<file path="config.mk">
export PLATFORM = sky130hd
export DESIGN_NAME = addr_gen_unit
export DESIGN_NICKNAME = d
export VERILOG_FILES = /design/src/rtl/agu_pkg.sv /design/src/rtl/agu_disp_ext.sv /design/src/rtl/agu_operand.sv /design/src/rtl/agu_rules.sv /design/src/rtl/agu_sum.sv /design/src/rtl/addr_gen_unit.sv
export SDC_FILE = /design/constraint.sdc
export NUM_CORES = 1
export LEC_CHECK = 0
export CORE_ASPECT_RATIO = 2
export CORE_MARGIN = 8
export CORE_UTILIZATION = 53
export DETAILED_ROUTE_END_ITERATION = 12
export PLACE_DENSITY = 0.95
export SYNTH_ARGS = -nofsm -noshare
export SYNTH_HDL_FRONTEND = slang
export SYNTH_SLANG_ARGS = --single-unit
</file>
<file path="constraint.sdc">
create_clock -name clk -period 11.8 [get_ports clk]
set_input_delay 1.18 -clock clk [delete_from_list [all_inputs] [get_ports clk]]
set_output_delay 1.18 -clock clk [all_outputs]
set_load 0.01 [all_outputs]
</file>
<file path="src/rtl/agu_pkg.sv">
package agu_pkg;

    // general register codes; the legality and segment rules depend on them
    typedef enum logic [2:0] {
        GPR_A  = 3'd0,
        GPR_C  = 3'd1,
        GPR_D  = 3'd2,
        GPR_B  = 3'd3,
        GPR_SP = 3'd4,
        GPR_BP = 3'd5,
        GPR_SI = 3'd6,
        GPR_DI = 3'd7
    } gpr_e;

    typedef enum logic [1:0] {
        DSZ_NONE = 2'd0,
        DSZ_8    = 2'd1,
        DSZ_16   = 2'd2,
        DSZ_FULL = 2'd3
    } dsz_e;

    typedef enum logic {
        SEG_DATA  = 1'b0,
        SEG_STACK = 1'b1
    } seg_e;

    typedef struct packed {
        logic bad_base;
        logic bad_index;
        logic bad_scale;
    } viol_t;

    localparam int unsigned NUM_DSZ_EXT = 3;

    function automatic logic base_allowed(input logic wide, input gpr_e sel);
        if (wide) return 1'b1;
        return (sel == GPR_B) || (sel == GPR_BP);
    endfunction

    function automatic logic index_allowed(input logic wide, input gpr_e sel);
        if (wide) return sel != GPR_SP;
        return (sel == GPR_SI) || (sel == GPR_DI);
    endfunction

    function automatic seg_e base_segment(input logic wide, input logic present,
                                          input gpr_e sel);
        if (!present) return SEG_DATA;
        if (sel == GPR_BP) return SEG_STACK;
        if (wide && sel == GPR_SP) return SEG_STACK;
        return SEG_DATA;
    endfunction

endpackage

</file>
<file path="src/rtl/agu_disp_ext.sv">
module agu_disp_ext
    import agu_pkg::*;
#(
    parameter int unsigned ADDR_W = 32
) (
    input  logic [ADDR_W-1:0] disp,
    input  logic [1:0]        size,
    output logic [ADDR_W-1:0] ext
);
    logic [ADDR_W-1:0] cand [NUM_DSZ_EXT];

    // one sign-extension variant per encoded size, widths 8 << g
    for (genvar g = 0; g < NUM_DSZ_EXT; g++) begin : g_sz
        localparam int unsigned WD = 8 << g;
        if (WD < ADDR_W) begin : g_ext
            assign cand[g] = {{(ADDR_W-WD){disp[WD-1]}}, disp[WD-1:0]};
        end else begin : g_full
            assign cand[g] = disp;
        end
    end

    always_comb begin
        unique case (dsz_e'(size))
            DSZ_NONE: ext = '0;
            DSZ_8:    ext = cand[0];
            DSZ_16:   ext = cand[1];
            DSZ_FULL: ext = cand[2];
            default:  ext = '0;
        endcase
    end
endmodule

</file>
<file path="src/rtl/agu_operand.sv">
module agu_operand #(
    parameter int unsigned ADDR_W   = 32,
    parameter int unsigned NARROW_W = 16
) (
    input  logic              wide,
    input  logic              present,
    input  logic [ADDR_W-1:0] value,
    input  logic [1:0]        shamt,
    output logic [ADDR_W-1:0] term
);
    localparam logic [ADDR_W-1:0] NARROW_MASK = {{(ADDR_W-NARROW_W){1'b0}}, {NARROW_W{1'b1}}};

    logic [ADDR_W-1:0] trimmed;

    always_comb begin
        trimmed = wide ? value : (value & NARROW_MASK);
        term    = present ? (trimmed << shamt) : '0;
    end
endmodule

</file>
<file path="src/rtl/agu_rules.sv">
module agu_rules
    import agu_pkg::*;
(
    input  logic       wide,
    input  logic       base_vld,
    input  logic [2:0] base_sel,
    input  logic       index_vld,
    input  logic [2:0] index_sel,
    input  logic [1:0] scale,
    output viol_t      viol,
    output logic       bad,
    output seg_e       seg
);
    always_comb begin
        viol.bad_base  = base_vld  && !base_allowed(wide, gpr_e'(base_sel));
        viol.bad_index = index_vld && !index_allowed(wide, gpr_e'(index_sel));
        viol.bad_scale = !wide && (scale != 2'd0);
        bad            = |viol;
        seg            = bad ? SEG_DATA : base_segment(wide, base_vld, gpr_e'(base_sel));
    end
endmodule

</file>
<file path="src/rtl/agu_sum.sv">
module agu_sum #(
    parameter int unsigned ADDR_W   = 32,
    parameter int unsigned NARROW_W = 16
) (
    input  logic              wide,
    input  logic              bad,
    input  logic [ADDR_W-1:0] base_term,
    input  logic [ADDR_W-1:0] index_term,
    input  logic [ADDR_W-1:0] disp_term,
    output logic [ADDR_W-1:0] result
);
    localparam logic [ADDR_W-1:0] NARROW_MASK = {{(ADDR_W-NARROW_W){1'b0}}, {NARROW_W{1'b1}}};

    logic [ADDR_W-1:0] raw;

    always_comb begin
        raw = base_term + index_term + disp_term;
        if (bad)
            result = '0;
        else if (wide)
            result = raw;
        else
            result = raw & NARROW_MASK;
    end
endmodule

</file>
<file path="src/rtl/addr_gen_unit.sv">
module addr_gen_unit
    import agu_pkg::*;
#(
    parameter int unsigned ADDR_W   = 32,
    parameter int unsigned NARROW_W = 16
) (
    input  logic              clk,
    input  logic              rst,
    input  logic              in_valid,
    input  logic              mode32,
    input  logic              base_vld,
    input  logic [2:0]        base_sel,
    input  logic              index_vld,
    input  logic [2:0]        index_sel,
    input  logic [1:0]        scale,
    input  logic [ADDR_W-1:0] disp,
    input  logic [1:0]        disp_size,
    output logic [2:0]        rf_base_idx,
    input  logic [ADDR_W-1:0] rf_base_data,
    output logic [2:0]        rf_index_idx,
    input  logic [ADDR_W-1:0] rf_index_data,
    output logic              out_valid,
    output logic [ADDR_W-1:0] ea,
    output logic              seg_stack,
    output logic              illegal
);
    logic [ADDR_W-1:0] base_term;
    logic [ADDR_W-1:0] index_term;
    logic [ADDR_W-1:0] disp_term;
    logic [ADDR_W-1:0] sum_next;
    viol_t             viol;
    logic              bad;
    seg_e              seg_next;

    assign rf_base_idx  = base_sel;
    assign rf_index_idx = index_sel;

    agu_operand #(.ADDR_W(ADDR_W), .NARROW_W(NARROW_W)) u_base_op (
        .wide    (mode32),
        .present (base_vld),
        .value   (rf_base_data),
        .shamt   (2'd0),
        .term    (base_term)
    );

    agu_operand #(.ADDR_W(ADDR_W), .NARROW_W(NARROW_W)) u_index_op (
        .wide    (mode32),
        .present (index_vld),
        .value   (rf_index_data),
        .shamt   (scale),
        .term    (index_term)
    );

    agu_disp_ext #(.ADDR_W(ADDR_W)) u_disp (
        .disp (disp),
        .size (disp_size),
        .ext  (disp_term)
    );

    agu_rules u_rules (
        .wide      (mode32),
        .base_vld  (base_vld),
        .base_sel  (base_sel),
        .index_vld (index_vld),
        .index_sel (index_sel),
        .scale     (scale),
        .viol      (viol),
        .bad       (bad),
        .seg       (seg_next)
    );

    agu_sum #(.ADDR_W(ADDR_W), .NARROW_W(NARROW_W)) u_sum (
        .wide       (mode32),
        .bad        (bad),
        .base_term  (base_term),
        .index_term (index_term),
        .disp_term  (disp_term),
        .result     (sum_next)
    );

    always_ff @(posedge clk) begin
        if (rst) begin
            out_valid <= 1'b0;
            ea        <= '0;
            seg_stack <= 1'b0;
            illegal   <= 1'b0;
        end else begin
            out_valid <= in_valid;
            if (in_valid) begin
                ea        <= sum_next;
                seg_stack <= (seg_next == SEG_STACK);
                illegal   <= viol.bad_base | viol.bad_index | viol.bad_scale;
            end
        end
    end
endmodule

</file>
; ---- Word level (Yosys, flattened, before mapping)
; Index checks and enable logic that the tools add are counted.
[totals]
latchBits = 0
n_memories = 0
mem_bits_ro = 0
ram_bits = 0
regBits = 35
in_bits = 112
[classes]
reduce_logical = 12
div_mod_pow = 0
n_eq_ne = 9
n_lt_le_gt_ge = 0
muxes = 24
n_mul = 0
add_sub_neg = 2
bitwise = 2
shifts = 1
[op_table]
columns = op, n
row1 = $mux 32, 6
row2 = $pmux 32 s4, 1
row3 = $add 32x32->32, 2
row4 = $shl 32x2->32, 1
row5 = $mux 1, 17
row6 = $eq 3x3->1 const B, 4
row7 = $eq 2x2->1 const B, 2
row8 = $logic_and 1x1->1, 4
row9 = $eq 3x2->1 const B, 1
row10 = $logic_not 1->1, 3
row11 = $ne 3x3->1 const B, 1
row12 = $reduce_or 3->1, 1
row13 = $eq 2x1->1 const B, 1
row14 = $logic_not 2->1, 1
row15 = $logic_or 1x1->1, 2
row16 = $or 1x1->1, 2
row17 = $reduce_bool 2->1, 1

; ---- Depth between registers and ports, before layout
; Gate-level depths: netlist (run 1).
[depth]
depth_word = 9
depth_mapped = 19
mapped_depth_nobuf = 15

; ---- Modules after synthesis
; From an unflattened synthesis (run 1), not the netlist that was laid out.
[hier_totals]
cells_unflattened = 707
hier_area_um2 = 6322.3
[modules_own_cells]
columns = module, area_each_um2, cells_each, n_inst
row1 = agu_sum, 2524.9, 314, 1
row2 = agu_operand, 970.9, 97, 2
row3 = addr_gen_unit, 1322.5, 120, 1
row4 = agu_disp_ext, 456.7, 67, 1
row5 = agu_rules, 76.3, 12, 1

; ---- Worst setup path after synthesis (run 1)
; No wires, ideal clock.
[synth_path]
kind = input -> register
startpoint = input scale[0]
endpoint = register ea[27]
n_path_buf = 3
cell_stages = 16
setup_ps = 123
slack_ps = 6922
arrival_ps = 4755
cell_sequence = buf_2 -> buf_1 -> clkbuf_1 -> mux2_2 -> nand2_1 -> fa_1 -> inv_1 -> ha_1 -> fa_1 -> a21oi_1 -> o211ai_2 -> a211oi_2 -> o21ai_1 -> a221oi_1 -> xnor2_1 -> o21ai_0
[synth_between]
elab_chain_len = 6
[synth_lines]
columns = element, line_no
row1 = from (decl), addr_gen_unit.sv:15  ; input logic [1:0] scale,
row2 = $shl 32x2->32, agu_operand.sv:17  ; term = present ? (trimmed << shamt) : '0;
row3 = $mux 32, agu_operand.sv:17
row4 = $add 32x32->32 (2 in a row), agu_sum.sv:17  ; raw = base_term + index_term + disp_term;
row5 = $mux 32, agu_sum.sv:20  ; else if (wide)
row6 = $mux 32 (*), agu_sum.sv:18  ; if (bad)
row7 = to (signal assigned), addr_gen_unit.sv:90  ; ea <= sum_next;
row8 = to (decl), addr_gen_unit.sv:23  ; output logic [ADDR_W-1:0] ea,
; Mark *: on every way between the ends. The rest lies on a longest branch, timed or not.
; A chain may end at the register's enable or synchronous reset.

; ---- Worst setup path in the final report (run 1)
[layout_path]
startpoint = input index_vld
endpoint = register ea[27]
[layout_between]
elab_chain_len = 5
[layout_lines]
columns = element, line_no
row1 = from (decl), addr_gen_unit.sv:13  ; input logic index_vld,
row2 = $mux 32, agu_operand.sv:17
row3 = $add 32x32->32 (2 in a row), agu_sum.sv:17
row4 = $mux 32, agu_sum.sv:20
row5 = $mux 32 (*), agu_sum.sv:18
; Marks and branches as above.

==> impl.org, run 1 <==
** Setup path
- At the worst endpoint, the arrival time is 5.60 ns.
- In this run the critical register-to-register path is launched from ea[26]$_SDFFE_PP0P_.
- Critical Path Slowest Stage Cell :: clkdlybuf4s50_1
- Critical Path Source Type :: input port
- In this run the worst setup path begins at index_vld.
- Req. time, crit path :: 11.95 ns
- Nature of the critical path endpoint :: flip-flop
- The signal on the critical path passes through clkdlybuf4s50_1 -> inv_1 -> nor2_1 -> nand2_1 -> fa_1 -> inv_1 -> ha_1 -> fa_1 -> a21oi_1 -> o211ai_2 -> a211oi_2 -> o21ai_1 -> a221oi_1 -> xnor2_1 -> o21ai_0.
- The largest single stage delay on the critical path is 1.16 ns.
- The critical path is of the in -> reg type.
- Top fanout value on the critical path :: 31

** Logic synthesis
- Number of warnings reported in the yosys synthesis log :: 0
- Synthesis handed over a netlist of 690 instances.
- The number of nets handed over by synthesis was 864.
- Portion of synthesized cell area occupied by the leading cell type :: 13.9%
- After synthesis the cells add up to 5040 sq um.
- Synthesis inferred 35 register bits.
- Number of synthesized flops with an enable pin :: 0
- In the synthesized netlist the async set-or-reset flop fraction comes to 0%.
- Count of distinct cell types in the synthesized netlist :: 56
- Mapped Avg Cell Area :: 7.31 sq um
- Synth Area in XOR/XNOR :: 5.56%
- After synthesis, the largest family of logic cells by area is compound AO/OA/AOI/OAI gates.
- The biggest area contributor in the post-synthesis netlist is dfxtp_1.
- Summing the areas of all compound-gate instances in the mapped netlist gives 21.0% of the synthesized area.
- After synthesis, flip-flops and latches occupy 13.9% of the total area.
- Area fraction in and, or, nand and nor cells after synthesis :: 20.7%
- The synthesized netlist devotes 20.2% of its cell area to adder and majority cells.
- Measured against the total synthesized area, the mux share comes to 9.73%.
- Yosys attributes the largest share of cell area to dfxtp_1 (14%), fa_1 (13%), nand2_1 (11%).
- Synth Flop Type :: dfxtp_1

** Finish
- The area growth from synthesis to layout is 33.2%.
- Fill cell count :: 741
- Share of final-layout standard cells stronger than drive strength 1 :: 6.03%
- The repair_antennas step left the layout with diodes totalling 0.
- The net count of the finished layout is 986.

** CTS
- Insertion delay of the later-clocked pin in the worst-skew pair :: 0.28 ns
- In this run, post-CTS hold repair placed 0 buffers.
- After clock tree synthesis, the repair step resized 0 gates.
- After clock tree synthesis, the clock-pin slew on the worst setup and hold paths is 0.06 ns.
- Clock tree from TritonCTS :: done
- Buffer levels on the longest clock path :: 2
- TritonCTS sink count :: 35
- The H-tree was split into 2 levels.
- Number of CTS-inserted buffers :: 5
- Buffers inserted by post-CTS timing repair :: 0
- In this run the clock root is driven by a clkbuf_16.

** Detailed routing
- Total number of vias :: 5311
- For this block, the routed nets add up to 16000 um of wire.
- In the routed layout, each cell is associated on average with a via count of 5.79.
- The first detailed-routing pass ran for 5 iterations.
- WL per Instance :: 17.5 um
- The first routing iteration left 336 violations.
- After detailed routing, the number of remaining DRC violations is 0.
- The count of nets left with antenna violations once routing finished came out at 0.

** STA
- Finish-stage setup viols :: 0
- Setup clock skew after layout :: 0 ns
- Count of endpoints failing hold in the final timing report :: 0
- Actual transition at the worst max-transition pin :: 1.06 ns
- Setup repair after global routing left no endpoint under its margin.
- The routed design could run at a clock period as short as 5.45 ns.
- Max Transition Viols Final :: 0
- In this run the tightest slew margin relative to its limit is 29.0%.
- Crit share post-route :: 46.2%
- Timing would allow up to 183 MHz.
- Across all hold checks on the routed design, the worst slack comes to 0.451 ns.
- Total negative slack :: 0 ns

** Pwr
- In this run, the clock network consumes 26.7% of the power.
- Cell leakage power :: 2.86 nW
- IR analysis of the VDD net gives a maximum drop of 0.0723 mV.
- Summed over all nets, the switching power comes to 0.000244 W.
- Combinational cells account for 52.6% of the total power.
- Sequential cells account for 20.7% of the total power.
- Internal power comes to 0.000402 W.
- For this design the ratio of total power to cell area is 96.2 nW/um^2.
- Net Sw Frac :: 37.7%

** Worst hold path
- In this run the most critical hold path is launched from ea[31]$_SDFFE_PP0P_.
- The worst hold path belongs to the class reg -> reg.

** Placed design
- HPWL after detailed placement :: 13600 um
- Input/output buffers :: 152
- GP Congestion :: 0.906

** Outcome
- Outcome :: finished clean

** Die
- Effective utilization at floorplan :: 54.1%
- Number of ports placed on the die boundary :: 153
- The floorplan step defined a die boundary enclosing 13100 sq um.
- The floorplan has 50 rows.
- Placeable core region :: 9320 sq um
- The floorplan step set the die height to 154 um.
- Die X :: 85.0 um

** Global route
- Vias in the first global route :: 5497
- For this run the aggregate overflow at the end of global routing stands at 0.
- The number of antenna violations at the first check in global routing came to 0.
- All-Layer GR Usage :: 24.3%
- Entering global routing, the biggest net connects 50 pins.
- The first global-routing pass estimated 26000 um of wire.

** Flow run
- # Max-Cap Violations :: 0
## final cells by class
class | instances | area (sq um) | share of cell area, %
clock inverter | 3 | 67.6 | 1.01
tap | 104 | 130 | 1.94
inverter | 71 | 267 | 3.97
multi-input combinational | 544 | 3880 | 57.9
clock buffer | 5 | 125 | 1.86
timing repair buffer | 155 | 1540 | 22.9
sequential | 35 | 701 | 10.4
## stage by stage
stage / instances / setup WS, ns / total power (W) / utilization [%] / instance area (sq um)
after floorplan: 690 / 6.92 / 0.000356 / - / 5040
after global placement: 909 / 6.34 / 0.000464 / 70.0 / 6520
after detailed placement: 909 / 6.14 / 0.000472 / 70.0 / 6520
after CTS: 917 / 6.43 / 0.000646 / 72.0 / 6710
after global routing: 917 / 6.06 / 0.000687 / 72.0 / 6710
final: 917 / 6.35 / 0.000646 / 72.0 / 6710
## final timing paths
path | cells after the start | slack, ns | to
setup / recovery | 15 | 6.35 | ea[27]$_SDFFE_PP0P_
hold / removal | 2 | 0.45 | ea[31]$_SDFFE_PP0P_
setup reg to reg | 3 | 10.91 | ea[26]$_SDFFE_PP0P_
hold reg to reg | 2 | 0.45 | ea[31]$_SDFFE_PP0P_
## worst max-delay path, delay by kind of cell
kind                       cells  cell delay (ns)
AOI/OAI and AO/OA              6             1.36
xor gates and xnor gates       1             0.15
adders and majority gates      3             1.14
buffers and inverters          3             1.44
and+or+nand+nor                2             0.30
## synth_stat cells, types with 2 or more instances
cell and instances:
nand4_1 5, ha_1 30, o31ai_1 3, buf_1 8, a221o_1 2, and2_1 3
o32ai_1 2, fa_1 32, o211ai_2 2, buf_4 6, inv_1 71, nor3_1 6
xor2_1 20, a21o_2 2, mux2_2 16, mux4_2 12, o21bai_1 6, o211ai_1 6
a21o_1 5, nor2_1 39, nand3_1 16, nor2b_1 16, buf_2 3, a31oi_1 4
nand3b_1 2, o21ai_0 52, o21ai_1 2, clkbuf_1 21, dfxtp_1 35, o21a_1 2
mux2i_1 4, or3_1 3, xnor2_1 12, a221oi_1 3, a21oi_1 73, nand2_1 143
nand2b_1 4
## cells by family (layout without fill, tap and decap cells)
| group | Yosys count | in the layout |
|---|---|---|
| muxes | 32 | 32 |
| adders and majority gates | 62 | 62 |
| buffers and inverters | 111 | 234 |
| DFF | 35 | 35 |
| xor gates and xnor gates | 32 | 32 |
| AOI/OAI and AO/OA | 176 | 176 |
| and+or+nand+nor | 242 | 242 |
## sequential cells by signal, summed over array words and instances, names as in the netlist
signal / flops
ea: 32
illegal: 1
out_valid: 1
seg_stack: 1
## layer usage
| metal | part of all wire [%] | wire length, um | track usage (%) |
|---|---|---|---|
| met2 | 53 | 8520 | 45.4 |
| met3 | 5.4 | 867 | 4.16 |
| met4 | 4.3 | 692 | 13.2 |
| met1 | 37 | 5950 | 24.5 |
| met5 | 0 | 0 | 0 |
## power groups by stage
stage	Sequential, W	Clock (W)	Combinational [W]
4_1_cts	0.000134	0.000174	0.000338
2_1_floorplan	0.000140	0	0.000216
3_5_place_dp	0.000136	0	0.000336
6_report	0.000134	0.000172	0.000340
5_1_grt	0.000135	0.000178	0.000375
3_3_place_gp	0.000136	0	0.000328
## cells in the final DEF, fill, tap and decap left out, types with 3 or more instances in the layout
master           netlist  layout
a31oi_1                4       4
nand2b_1               4       4
xnor2_1               12      12
a221oi_1               3       3
a21o_1                 5       5
o21ai_0               52      52
nand4_1                5       5
a21oi_1               73      73
buf_4                  6       3
mux2_2                16      16
xor2_1                20      20
mux4_2                12      12
clkdlybuf4s50_1        0     151
mux2i_1                4       4
nand3_1               16      16
ha_1                  30      30
nand2_1              143     143
o21bai_1               6       6
or3_1                  3       3
inv_1                 71      71
and2_1                 3       3
clkbuf_16              0       5
nor2_1                39      39
nor2b_1               16      16
dfxtp_1               35      35
o31ai_1                3       3
nor3_1                 6       6
o211ai_1               6       6
fa_1                  32      32
(Power assumes the default switching activity.)
==> inputs of run 2 (changes only) <==
CORE_UTILIZATION = 49   (was 53)
PLACE_DENSITY = 0.91   (was 0.95)
clock period = 5.2 ns   (was 11.8 ns; I/O delays follow)
==> run 2 against run 1 <==
- sequential power increased by 130%
- setup slack worse by 5.6 ns
- highest routed layer unchanged
- die area is 7.0% higher
- worst hold slack better by 0.00090 ns
- largest power group unchanged
- global-route usage shrank 1.1 points
- via count increased by 1.5%
- final area is 0.89% higher
==> impl.org, run 2 (synthesized netlist as in run 1, its figures left out) <==
** Outcome
- Outcome: finished clean (unchanged).

** Pwr
- Worst vdd rail ir drop :: 0.160 mV (was 0.0723 mV)
- The total power came to 0.00141 W (was 0.000646 W).
- The power density over the cells was 209 nW/um^2 (was 96.2 nW/um^2).
- Cell leakage power :: 2.89 nW (was 2.86 nW)

** STA
- The total count of hold-check failures in the final report was 0 (unchanged).
- Total negative slack :: 0 ns (unchanged)
- Crit share post-route :: 85.6%
- Max-Slew Margin vs Limit :: 26.8% (was 29.0%)
- The clock period could shrink to 4.45 ns.
- Setup clock skew after layout :: 0 ns (unchanged)
- The pin slew with the least headroom to its limit was 1.09 ns (was 1.06 ns).
- Static timing analysis puts the maximum clock frequency at 225 MHz.
- Max Transition Viols Final :: 0 (unchanged)
- The count of endpoints failing setup in the final report came to 0 (unchanged).
- Unrepaired setup endpoints after global routing: false (unchanged).

** Worst hold path
- Worst hold-check path type :: reg -> reg (unchanged)

** Global route
- Largest net degree at the start of global routing :: 37 (was 50)
- The remaining global-route overflow was 0 (unchanged).
- The total routing resource utilization after global routing came to 23.3% (was 24.3%).
- First-pass GRT wire length :: 26100 um (was 26000 um)
- The number of antenna violations at the first check in global routing came to 1 (was 0).
- Vias in the first global route :: 5704 (was 5497)

** Die
- Row cnt :: 52 (was 50)
- The area of the core is 10100 sq um (was 9320 sq um).
- Vert. Die Dim :: 159 um (was 154 um)
- Effective utilization at floorplan :: 50.0% (was 54.1%)
- Die X :: 87.7 um (was 85.0 um)
- The full die area is 14000 sq um (was 13100 sq um).
- The I/O pin count came to 153 (unchanged).

** CTS
- The insertion delay of the later-clocked pin in the worst-skew pair came to 0.28 ns (about the same).
- Clock slew at the register clock pins of the worst setup and hold paths :: 0.05 ns (was 0.06 ns)
- Buffer levels on the longest clock path :: 2 (unchanged)
- Number of resized instances in the post-cts repair step :: 0 (unchanged)
- H-tree depth reported by CTS :: 2 (unchanged)
- The number of sinks handled by clock tree synthesis came to 35 (unchanged).
- Clock tree from TritonCTS :: done (unchanged)
- Post-CTS Hold Buffers :: 0 (unchanged)
- The CTS buffer count came to 5 (unchanged).
- Clock root buffer :: clkbuf_16 (unchanged)
- The total setup buffers inserted after CTS is 0 (unchanged).

** Setup path
- The required time of the critical path was 5.35 ns (was 11.95 ns).
- Critical Path Source Type :: input port (unchanged)
- Crit path kind :: in -> reg (unchanged)
- The sort of element at the end of the critical path is a flip-flop (unchanged).
- The data arrival time of the critical path was 4.61 ns (was 5.60 ns).
- Top fanout value on the critical path :: 16 (was 31)

** Finish
- Most common cell after layout, fill and taps aside :: clkdlybuf4s50_1 (unchanged)
- Share of final-layout standard cells stronger than drive strength 1 :: 6.59% (was 6.03%)
- Most frequent cells in the layout: clkdlybuf4s50_1 (151), nand2_1 (143), a21oi_1 (73), inv_1 (71), o21ai_0 (52) (unchanged).
- The top register by number of flip-flops is ea (unchanged).
- The number of flip-flops under the largest register name was 32 (unchanged).
- Layout overhead on the synthesized area :: 34.4% (was 33.2%)
- Number of nets in the layout :: 993 (was 986)

** Placed design
- The count of port buffers added during placement came to 152 (unchanged).
- GP Congestion :: 0.952 (was 0.906)
- HPWL after detailed placement :: 13900 um (was 13600 um)

** Detailed routing
- Total wirelength of the detailed-routed design :: 16000 um (about the same)
- DRC violation count after routing :: 0 (unchanged)
- Antenna-violating nets left :: 0 (unchanged)
- The routed via count divided by cell count was 5.64 (was 5.79).
- The detailed-routing iteration count for the pre-antenna-repair pass is 4 (was 5).
- The final routed wire length divided by cell count is 16.8 um (was 17.5 um).
- The iteration-0 DRC count of the detailed router came to 294 (was 336).
- The number of vias in the routed layout is 5389 (was 5311).

** Flow run
- The number of maximum-capacitance constraint violations was 0 (unchanged).
[run 2: cell types whose count changed in the layout (fill, tap and decap cells not counted), sizes merged]
cell      change
buf           +7
bufinv        -1
clkbuf        +1
clkinvlp      -1
diode         +1
[run 2: area by class of cell]
class	instances	area, sq um
multi-input combinational	544	3880
tap	135	169
antenna	1	2.50
clock buffer	6	129
inverter	71	267
timing repair buffer	162	1590
sequential	35	701
clock inverter	1	30.0
fill	857	3310
[run 2: critical path, cell delays in order]
cell	delay [ns]
clkdlybuf4s50_1	0.62
and3b_1	0.48
o21bai_1	0.17
buf_4	0.23
a21oi_1	0.09
fa_1	0.56
inv_1	0.05
ha_1	0.42
nand2_1	0.25
nor3_1	0.34
or4b_1	0.53
o211ai_2	0.11
xnor2_1	0.17
o21ai_2	0.06
[run 2: path summary, 6_finish.rpt]
path / startpoint / to / slack, ns / depth (start not counted)
worst max-delay path: disp_size[1] / ea[31]$_SDFFE_PP0P_ / 0.75 / 14
worst min-delay path: ea[17]$_SDFFE_PP0P_ / ea[17]$_SDFFE_PP0P_ / 0.45 / 2
worst max register to register: ea[26]$_SDFFE_PP0P_ / ea[26]$_SDFFE_PP0P_ / 4.29 / 3
worst min register to register: ea[17]$_SDFFE_PP0P_ / ea[17]$_SDFFE_PP0P_ / 0.45 / 2
[run 2: per-layer routing]
layer | up-vias | wire (um) | track usage, % | part of all wire [%]
li1 | 2591 | - | - | -
met3 | 67 | 992 | 4.65 | 6.2
met2 | 225 | 8390 | 41.4 | 52
met5 | - | 0 | 0 | 0
met4 | 0 | 999 | 16.7 | 6.2
met1 | 2506 | 5660 | 22.4 | 35
[run 2: where the power goes]
group,internal (W),switching [W]
Clock,0.000223,0.000105
Sequential,0.000292,0.0000115
Combinational,0.000352,0.000431
Total,0.000867,0.000547
[run 2: per-stage QoR]
step	utilization, %	setup WS (ns)	area, sq um	hold WS, ns	std cells
2_1_floorplan	-	0.982	5040	0.483	690
3_3_place_gp	65.6	0.574	6610	0.435	947
3_5_place_dp	65.6	0.527	6610	0.443	947
4_1_cts	67.1	0.821	6770	0.454	954
5_1_grt	67.2	0.490	6770	0.465	955
6_report	67.2	0.747	6770	0.452	955
==> inputs of run 3 (changes only) <==
CORE_ASPECT_RATIO = unset   (was 2)
GPL_ROUTABILITY_DRIVEN = 0   (was unset)
==> run 3 against run 2 <==
- via count fell by 2.7%
- clock skew did not move
- critical endpoint is now ea[28]$_SDFFE_PP0P_
- register-to-register slack got worse by 0.02 ns
- cell count fell by 0.31%
- first-iteration DRC count fell by 13%
- critical path type unchanged
- highest routed layer unchanged
- largest cell class unchanged
- total power fell by 11%
- clock power fell by 43%
==> impl.org, run 3 (synthesized netlist as in run 1, its figures left out) <==
** Outcome
- Outcome :: finished clean (unchanged)

** Pwr
- The power density over the cells was 188 nW/um^2 (was 209 nW/um^2).
- The switching share of total power was 41.5% (was 38.7%).
- Clock group share of total power :: 14.8% (was 23.2%)
- The net switching power of the design was 0.000520 W (was 0.000547 W).
- Cell leakage power :: 2.83 nW (was 2.89 nW)
- Pwr Total :: 0.00125 W (was 0.00141 W)
- Worst vdd rail ir drop :: 0.156 mV (was 0.160 mV)
- The relative contribution of sequential cells to total power was 24.1% (was 21.4%).
- The share of total power in combinational logic is 61.1% (was 55.4%).
- The internal power consumption was 0.000733 W (was 0.000867 W).

** Detailed routing
- Antenna-violating nets left :: 0 (unchanged)
- Total wirelength of the detailed-routed design :: 14900 um (was 16000 um)
- The detailed-routing iteration count for the pre-antenna-repair pass was 5 (was 4).
- DRC violation count after routing :: 0 (unchanged)
- The routed via count divided by cell count came to 5.51 (was 5.64).
- DRT iter0 DRCs :: 257 (was 294)
- The final routed wire length divided by cell count is 15.6 um (was 16.8 um).
- The number of vias in the routed layout is 5243 (was 5389).

** Die
- The area of the core is 10100 sq um (about the same).
- The overall die width was 117 um (was 87.7 um).
- Die area :: 13800 sq um (was 14000 sq um)
- Row cnt :: 37 (was 52)
- Vert. Die Dim :: 117 um (was 159 um)
- The effective utilization at floorplan came to 49.7% (was 50.0%).
- Number of ports placed on the die boundary :: 153 (unchanged)

** Flow run
- # Max-Cap Violations :: 0 (unchanged)

** CTS
- Buffer levels on the longest clock path :: 2 (unchanged)
- Buffers inserted by post-CTS timing repair :: 0 (unchanged)
- Insertion delay of the later-clocked pin in the worst-skew pair :: 0.29 ns (was 0.28 ns)
- The register clock-pin slew on the reported worst setup and hold paths is 0.06 ns (was 0.05 ns).
- The post-cts hold buffer count was 0 (unchanged).
- Clock tree from TritonCTS :: done (unchanged)
- The number of sinks handled by clock tree synthesis came to 35 (unchanged).
- Number of CTS-inserted buffers :: 5 (unchanged)
- H-tree depth reported by CTS :: 2 (unchanged)
- Clock root buffer :: clkbuf_8 (was clkbuf_16)
- The number of gates given a new drive strength after cts came to 0 (unchanged).

** Finish
- The final antenna diode count came to 0 (was 1).
- Most frequent cells in the layout: clkdlybuf4s50_1 (151), nand2_1 (143), a21oi_1 (73), inv_1 (71), o21ai_0 (52) (unchanged).
- The layout net count was 989 (was 993).
- The top register by number of flip-flops is ea (unchanged).
- The storage element area was 701 sq um (unchanged).
- Fill cell count :: 830 (was 857)
- Number of non-filler instances in the completed layout :: 952 (was 955)
- The area added between synthesis and finish was 32.2% (was 34.4%).
- Area occupied by multi-input gates :: 3880 sq um (unchanged)
- The share of layout cells above drive strength 1 came to 6.13% (was 6.59%).
- The most common cell after layout, fill and taps aside is clkdlybuf4s50_1 (unchanged).
- Flip-flop count of the largest register, all copies and words added :: 32 (unchanged)

** Placed design
- Input/output buffers :: 152 (unchanged)
- HPWL after detailed placement :: 12700 um (was 13900 um)
- The number of instances in the placed design came to 944 (was 947).
- The setup slack at placement was 0.632 ns (was 0.527 ns).

** Setup path
- The buffers plus inverters on the worst setup path is 3 (unchanged).
- Critical Path Slowest Stage Cell :: clkdlybuf4s50_1 (unchanged)
- Chain of cells forming the critical path :: clkdlybuf4s50_1 -> and3b_1 -> o21bai_1 -> buf_4 -> a21oi_1 -> fa_1 -> inv_1 -> ha_1 -> nand2_1 -> or4_1 -> nor2b_1 -> a21oi_1 -> o21ai_0 -> xnor2_1 -> o21ai_0 (was clkdlybuf4s50_1 -> and3b_1 -> o21bai_1 -> buf_4 -> a21oi_1 -> fa_1 -> inv_1 -> ha_1 -> nand2_1 -> nor3_1 -> or4b_1 -> o211ai_2 -> xnor2_1 -> o21ai_2)
- Max stage delay on crit path :: 0.61 ns (was 0.62 ns)
- The data arrival time of the critical path was 4.48 ns (was 4.61 ns).
- Critical Path Source Type :: input port (unchanged)
- The largest driver fanout on the critical path is 16 (unchanged).
- Req. time, crit path :: 5.35 ns (about the same)
- CP top delay family :: simple AND/OR/NAND/NOR gates (unchanged)
- Crit path kind :: in -> reg (unchanged)
- Nature of the critical path endpoint :: flip-flop (unchanged)

** STA
- The ratio of final minimum period to clock period is 83.3% (was 85.6%).
- Min cycle time layout :: 4.33 ns (was 4.45 ns)
- Setup clock skew after layout :: 0 ns (unchanged)
- The minimum setup slack in the final design came to 0.868 ns (was 0.747 ns).
- Total negative slack :: 0 ns (unchanged)
- Max Transition Viols Final :: 0 (unchanged)
- Actual transition at the worst max-transition pin :: 1.07 ns (was 1.09 ns)
- Count of endpoints failing hold in the final timing report :: 0 (unchanged)
- Unrepaired setup endpoints after global routing :: false (unchanged)
- Achievable clock frequency :: 231 MHz (was 225 MHz)
- The count of endpoints failing setup in the final report came to 0 (unchanged).
- The relative slew slack was 28.4% (was 26.8%).

** Global route
- Global route total overflow :: 0 (unchanged)
- Largest net degree at the start of global routing :: 39 (was 37)
- Vias in the first global route :: 5085 (was 5704)
- First-pass GRT wire length :: 24400 um (was 26100 um)
- All-Layer GR Usage :: 20.9% (was 23.3%)
- Antenna violations before repair :: 0 (was 1)

** Worst hold path
- The worst min-delay path class is reg -> reg (unchanged).
run 3: cell count changes in the layout (fill, tap and decap cells not counted):
cell       delta
clkinv_2      +1
bufinv_16     -1
diode_2       -1
clkbuf_8      +5
buf_4         -4
clkbuf_1      +1
clkbuf_16     -5
run 3: worst register-to-register path, cell delays in order (launching register included):
cell and delay [ns]:
dfxtp_1 0.33, nor2b_1 0.18, a21oi_1 0.06, a311oi_1 0.26
run 3: layer usage:
metal,GRT usage (%),share of wire (%),up-vias,wire length [um]
li1,-,-,2580,-
met1,26.8,44,2416,6560
met2,33.6,45,214,6740
met3,4.12,7.5,33,1120
met4,8.68,3.1,0,461
met5,0,0,-,0
run 3: worst paths after layout:
path                                     startpoint             endpoint  slack (ns)  cells after the start
worst max register to register  ea[26]$_SDFFE_PP0P_  ea[26]$_SDFFE_PP0P_        4.27                      3
worst min-delay path            ea[30]$_SDFFE_PP0P_  ea[30]$_SDFFE_PP0P_        0.45                      2
worst min register to register  ea[30]$_SDFFE_PP0P_  ea[30]$_SDFFE_PP0P_        0.45                      2
worst max-delay path                   disp_size[1]  ea[28]$_SDFFE_PP0P_        0.87                     15
run 3: final cells by class:
cell class	instances	share of cell area, %
well taps	136	2.55
multi-input cells	544	58.3
clock inverters	1	0.0751
flip-flops and latches	35	10.5
inverters	71	4.00
clock buffers	7	1.15
repair buffers	158	23.4
run 3: metrics by stage:
step | hold WS (ns) | area (sq um) | utilization [%]
CTS | 0.460 | 6670 | 65.7
detailed placement | 0.445 | 6580 | 64.9
global route | 0.490 | 6670 | 65.7
global placement | 0.434 | 6580 | 64.9
floorplan | 0.483 | 5040 | -
finish | 0.451 | 6670 | 65.7
run 3: power by group through the flow:
stage | Clock (W) | Combinational, W | Sequential (W)
final | 0.000186 | 0.000765 | 0.000302
after global routing | 0.000204 | 0.000847 | 0.000305
after global placement | 0 | 0.000739 | 0.000307
after floorplan | 0 | 0.000490 | 0.000318
after CTS | 0.000193 | 0.000759 | 0.000302
after detailed placement | 0 | 0.000755 | 0.000308
